### src/rtl/psw_pkg.sv
package psw_pkg;
    localparam int DATA_W      = 8;
    localparam int NIB_W       = DATA_W / 2;
    localparam int SEL_W       = 2;
    localparam int BANK_SPAN   = 8;
    localparam int SPAN_W      = $clog2(BANK_SPAN);
    localparam int BASE_W      = SEL_W + SPAN_W;
    localparam int ADDR_W      = 8;
    localparam int IDX_W       = $clog2(DATA_W);
    localparam logic [ADDR_W-1:0] PSW_ADDR = 8'hD0;

    localparam int POS_PAR = 0;

    typedef enum logic [2:0] {
        ALU_OTHER = 3'd0,
        ALU_ADD   = 3'd1,
        ALU_ADDC  = 3'd2,
        ALU_SUBB  = 3'd3,
        ALU_MUL   = 3'd4,
        ALU_DIV   = 3'd5
    } alu_op_e;

    typedef struct packed {
        logic             cy;
        logic             ac;
        logic             f0;
        logic [SEL_W-1:0] rs;
        logic             ov;
        logic             f1;
    } psw_state_t;

    typedef struct packed {
        logic upd;
        logic cy;
        logic ac;
        logic ov;
    } alu_flags_t;
endpackage

### src/rtl/psw_arith_flags.sv
module psw_arith_flags
    import psw_pkg::*;
(
    input  logic [2:0]        op,
    input  logic [DATA_W-1:0] a,
    input  logic [DATA_W-1:0] b,
    input  logic              cin,
    output alu_flags_t        flags
);
    logic              c_eff;
    logic [DATA_W:0]   sum_w;
    logic [NIB_W:0]    nib_sum;
    logic [DATA_W:0]   diff_w;
    logic [NIB_W:0]    nib_diff;
    logic [2*DATA_W-1:0] prod;
    logic              add_ovf;
    logic              sub_ovf;

    always_comb begin
        c_eff    = (op == ALU_ADDC || op == ALU_SUBB) ? cin : 1'b0;
        sum_w    = {1'b0, a} + {1'b0, b} + {{DATA_W{1'b0}}, c_eff};
        nib_sum  = {1'b0, a[NIB_W-1:0]} + {1'b0, b[NIB_W-1:0]} + {{NIB_W{1'b0}}, c_eff};
        diff_w   = {1'b0, a} - {1'b0, b} - {{DATA_W{1'b0}}, c_eff};
        nib_diff = {1'b0, a[NIB_W-1:0]} - {1'b0, b[NIB_W-1:0]} - {{NIB_W{1'b0}}, c_eff};
        prod     = {{DATA_W{1'b0}}, a} * {{DATA_W{1'b0}}, b};
        add_ovf  = (a[DATA_W-1] == b[DATA_W-1]) && (sum_w[DATA_W-1] != a[DATA_W-1]);
        sub_ovf  = (a[DATA_W-1] != b[DATA_W-1]) && (diff_w[DATA_W-1] != a[DATA_W-1]);

        flags = '0;
        unique case (op)
            ALU_ADD, ALU_ADDC: begin
                flags.upd = 1'b1;
                flags.cy  = sum_w[DATA_W];
                flags.ac  = nib_sum[NIB_W];
                flags.ov  = add_ovf;
            end
            ALU_SUBB: begin
                flags.upd = 1'b1;
                flags.cy  = diff_w[DATA_W];
                flags.ac  = nib_diff[NIB_W];
                flags.ov  = sub_ovf;
            end
            ALU_MUL: begin
                flags.upd = 1'b1;
                flags.ov  = |prod[2*DATA_W-1:DATA_W];
            end
            ALU_DIV: begin
                flags.upd = 1'b1;
                flags.ov  = (b == '0);
            end
            default: flags = '0;
        endcase
    end
endmodule

### src/rtl/psw_sfr_decode.sv
module psw_sfr_decode
    import psw_pkg::*;
(
    input  logic              wr_byte,
    input  logic [ADDR_W-1:0] addr,
    input  logic [DATA_W-1:0] wdata,
    input  logic              wr_bit,
    input  logic [ADDR_W-1:0] baddr,
    input  logic              bval,
    output logic [DATA_W-1:0] wmask,
    output logic [DATA_W-1:0] wval
);
    logic             byte_hit;
    logic             bit_blk_hit;
    logic [IDX_W-1:0] bit_idx;

    assign byte_hit    = wr_byte && (addr == PSW_ADDR);
    assign bit_blk_hit = wr_bit && (baddr[ADDR_W-1:IDX_W] == PSW_ADDR[ADDR_W-1:IDX_W]);
    assign bit_idx     = baddr[IDX_W-1:0];

    for (genvar i = 0; i < DATA_W; i++) begin : g_bit
        logic bit_hit;
        assign bit_hit = bit_blk_hit && (bit_idx == IDX_W'(i));
        if (i == POS_PAR) begin : g_ro
            assign wmask[i] = 1'b0;
            assign wval[i]  = 1'b0;
        end else begin : g_rw
            assign wmask[i] = byte_hit || bit_hit;
            assign wval[i]  = bit_hit ? bval : wdata[i];
        end
    end
endmodule

### src/rtl/psw_bank_map.sv
module psw_bank_map
    import psw_pkg::*;
(
    input  logic [SEL_W-1:0]  rs,
    output logic [BASE_W-1:0] base
);
    assign base = {rs, {SPAN_W{1'b0}}};
endmodule

### src/rtl/psw_flag_unit.sv
module psw_flag_unit
    import psw_pkg::*;
(
    input  logic              clk,
    input  logic              rst_n,
    input  logic [2:0]        alu_op,
    input  logic [7:0]        op_a,
    input  logic [7:0]        op_b,
    input  logic              carry_in,
    input  logic [7:0]        acc,
    input  logic              sfr_wr_byte,
    input  logic [7:0]        sfr_addr,
    input  logic [7:0]        sfr_wdata,
    input  logic              sfr_wr_bit,
    input  logic [7:0]        bit_addr,
    input  logic              bit_val,
    output logic [7:0]        psw_rdata,
    output logic [4:0]        bank_base
);
    alu_flags_t        alu_f;
    logic [DATA_W-1:0] wmask;
    logic [DATA_W-1:0] wval;
    psw_state_t        st_d;
    psw_state_t        st_q;
    psw_state_t        st_alu;
    logic              parity;

    psw_arith_flags u_arith (
        .op    (alu_op),
        .a     (op_a),
        .b     (op_b),
        .cin   (carry_in),
        .flags (alu_f)
    );

    psw_sfr_decode u_dec (
        .wr_byte (sfr_wr_byte),
        .addr    (sfr_addr),
        .wdata   (sfr_wdata),
        .wr_bit  (sfr_wr_bit),
        .baddr   (bit_addr),
        .bval    (bit_val),
        .wmask   (wmask),
        .wval    (wval)
    );

    psw_bank_map u_bank (
        .rs   (st_q.rs),
        .base (bank_base)
    );

    always_comb begin
        st_alu = st_q;
        if (alu_f.upd) begin
            st_alu.cy = alu_f.cy;
            st_alu.ac = alu_f.ac;
            st_alu.ov = alu_f.ov;
        end
        st_d = psw_state_t'((st_alu & ~wmask[DATA_W-1:1]) | (wval[DATA_W-1:1] & wmask[DATA_W-1:1]));
    end

    always_ff @(posedge clk or negedge rst_n) begin
        if (!rst_n) st_q <= '0;
        else        st_q <= st_d;
    end

    assign parity    = ^acc;
    assign psw_rdata = {st_q, parity};
endmodule

### config.mk
export PLATFORM = sky130hd
export DESIGN_NAME = psw_flag_unit
export DESIGN_NICKNAME = d
export VERILOG_FILES = /design/src/rtl/psw_pkg.sv /design/src/rtl/psw_arith_flags.sv /design/src/rtl/psw_sfr_decode.sv /design/src/rtl/psw_bank_map.sv /design/src/rtl/psw_flag_unit.sv
export SDC_FILE = /design/constraint.sdc
export NUM_CORES = 1
export LEC_CHECK = 0
export ABC_AREA = 1
export ABC_CLOCK_PERIOD_IN_PS = 1200
export BUFFER_PORTS_ARGS = -buffer_cell sky130_fd_sc_hd__buf_2
export CAP_MARGIN = 20
export CELL_PAD_IN_SITES_DETAIL_PLACEMENT = 0
export CELL_PAD_IN_SITES_GLOBAL_PLACEMENT = 1
export CORE_MARGIN = 8
export CORE_UTILIZATION = 40
export CTS_CLUSTER_DIAMETER = 50
export DETAILED_ROUTE_END_ITERATION = 16
export PLACE_DENSITY_LB_ADDON = 0.1
export SYNTH_ARGS = -nofsm -noshare
export SYNTH_HDL_FRONTEND = slang
export SYNTH_SLANG_ARGS = --single-unit
### constraint.sdc
create_clock -name clk -period 1.2 [get_ports clk]
set_clock_uncertainty 0.05 [all_clocks]
set_input_delay 0.24 -clock clk [delete_from_list [all_inputs] [get_ports clk]]
set_output_delay 0.24 -clock clk [all_outputs]
set_load 0.02 [all_outputs]
==> impl_metrics.yaml <==
run_status:
  status: "finished, violations left"
  violations: "negative setup slack"
global_route:
  grt-ovfl-total: 0
  antenna_found_initial: 0
  grt_start_max_net_pins: 9
  track_usage_pct: 16.6
  grt_pass1_vias: 3721
  grt_first_pass_wirelength_microns: 16200
clocking:
  clock_path_buffers: 2
  cts.htree.levels: 1
  cts_root_buf: "clkbuf_8"
  clock-sinks: 7
  cts_tree: "built"
  cts_buffers: 3
  clk_pin_slew_ns: 0.04
  clk_latency_ns: 0.23
place:
  hpwl_microns: 8350
  routabilityCongestion: 0.864
  io_buffer_count: 65
  place_ws_ns: -3.01
sta:
  post-route-period-util_pct: 321
  fmax_ghz: 0.259
  holdWs_ns: 0.190
  finalCriticalPeriod_ns: 3.85
  final.setup.tns_ns: -4.32
  hold_viol_final: 0
  worst_slack_ns: -2.65
  drv_slew: 0
  rsz0062_at_grt: "true"
  setup_viol: 4
min_path:
  min-delay-start: "bit_addr[0]"
  hp-class: "in -> reg"
  hold_depth: 2
synthesis:
  synth-edff-count: 0
  synthFlopType: "dfrtp_1"
  avgSynthCellArea_sq_um: 6.59
  ys_warn_count: 0
  synth_area_sq_um: 3510
  synthTopCellsByCount: "inv_1, nand2_1, ha_1"
  synthArstFlopShare_pct: 100
  syn_inst: 533
  ys_types: 37
  ys_ff_latch: 7
  yosysSeqAreaShare_pct: 4.99
  synth_top_area_share_pct: 21.1
  synth_area_leader_cell: "fa_1"
  synth_area_leaders: "fa_1, ha_1, inv_1, nand2_1, dfrtp_1"
power_and_ir_drop:
  combPwrFrac_pct: 88.9
  switching_power_w: 0.00287
  pwr-share-clk_pct: 5.9
  seqPwrFrac_pct: 5.2
  design_power_total_w: 0.00570
  internal_power_w: 0.00283
  p_sw_share_pct: 50.3
  leakagePower_nw: 2.90
  powerDensity_nw_per_um2: 1150
  peakVddDrop_v: 0.000673
detailed_routing:
  wl_per_cell_microns: 12.3
  drt_iter0_drc: 117
  drc: 0
  vias: 3567
  wirelength_microns: 9440
  viasPerCell: 4.66
  drt_first_pass_iters: 7
  postRouteAntennaNets: 0
critical_path:
  crit_path_end_kind: "flip-flop"
  start_kind: "primary input"
  reg2reg_depth: 3
  worstSetupPathType: "in -> reg"
  cp.required_ns: 1.26
  regToRegSetupSlack_ns: 0.35
  worstPathMaxFanout: 7
  cp-startpoint: "op_a[3]"
  arrival_ns: 3.92
finish:
  final_util_pct: 57.3
  syn_to_final_growth_pct: 40.9
  nets: 804
  drive_gt1_share_pct: 34.9
  diodes: 0
floorplanning:
  io_pins: 70
  fp-row-count: 34
  dieHeight_microns: 110
  core_area_sq_um: 8640
  initial_core_util_pct: 40.7
  dieArea_sq_um: 12000
  die_x_microns: 110
flow_run:
  drv_cap: 0
-- placed cells by master, fill, tap and decap left out, drive strengths merged, types with 4 or more instances in the layout --
cell	count
a21oi	21
buf	138
clkbuf	5
dfrtp	7
fa	37
ha	52
inv	137
nand2	142
nand3	22
nand3b	5
nand4	6
nor2	35
nor3	4
o21ai	14
xnor2	9
-- area by class of cell --
cell class / instances / area, sq um
Clock buffer: 4 / 45.0
Fill cell: 863 / 3690
Inverter: 137 / 517
Timing Repair Buffer: 140 / 1000
Sequential cell: 7 / 175
Multi-Input combinational cell: 369 / 3070
Tap cell: 108 / 135
-- per-layer routing --
layer / up-vias / global-route usage, % / part of all wire, %
met5: - / 0 / 0
met4: 0 / 2.89 / 1.1
met3: 10 / 2.17 / 4.0
met2: 63 / 29.3 / 49
met1: 1647 / 21.2 / 46
li1: 1847 / - / -
-- stage by stage --
| step | cells | area (sq um) |
|---|---|---|
| floorplan | 535 | 3810 |
| global placement | 753 | 4520 |
| detailed placement | 753 | 4520 |
| CTS | 762 | 4850 |
| global route | 765 | 4950 |
| finish | 765 | 4950 |
-- kinds of logic (layout without fill, tap and decap cells) --
| logic type | count (synthesis) | after routing | share of synthesized area, % |
|---|---|---|---|
| AND/OR/NAND/NOR | 219 | 219 | 26.8 |
| buffers and inverters | 159 | 281 | 18.2 |
| AO/OA/AOI/OAI | 47 | 47 | 7.48 |
| XOR/XNOR | 11 | 11 | 2.74 |
| flip-flops | 7 | 7 | 4.99 |
| other | 1 | 3 | 0.107 |
| adder cells (fa/ha/maj) | 89 | 89 | 39.6 |
-- worst max-delay path by stage --
stage	slack, ns	to
after floorplan	-2.61	flip-flop
after global placement	-2.99	flip-flop
after detailed placement	-3.01	flip-flop
after CTS	-2.66	flip-flop
after global routing	-2.88	flip-flop
final	-2.65	flip-flop
-- critical path: stages --
cell and delay (ns):
buf_4 0.14, buf_4 0.14, nand2_1 0.07, fa_1 0.43
fa_1 0.49, fa_1 0.49, inv_1 0.05, fa_1 0.49
ha_4 0.35, nand2_4 0.08, nor4_2 0.29, nand2_1 0.11
nand3_1 0.08, nand3_1 0.08, nor2_1 0.10, nand2_1 0.08
nand2_1 0.07, nand2_1 0.04, nand2_1 0.05, nand2_1 0.04
-- repair_timing --
item                                    CTS  global route
buffers inserted                          4             5
pin swaps                                43            17
cloned                                    0             0
hold endpoints to repair                  7             0
gates resized for setup                  64            26
endpoints found under the setup margin    4             8
hold buffers                              1             0
-- power groups by stage --
stage	logic, W	registers, W	clock network, W
2_1_floorplan	0.00316	0.000334	0
3_3_place_gp	0.00431	0.000297	0
3_5_place_dp	0.00431	0.000298	0
4_1_cts	0.00498	0.000297	0.000347
5_1_grt	0.00574	0.000298	0.000376
6_report	0.00506	0.000295	0.000339
No activity file was read; power rests on OpenSTA's default activity.
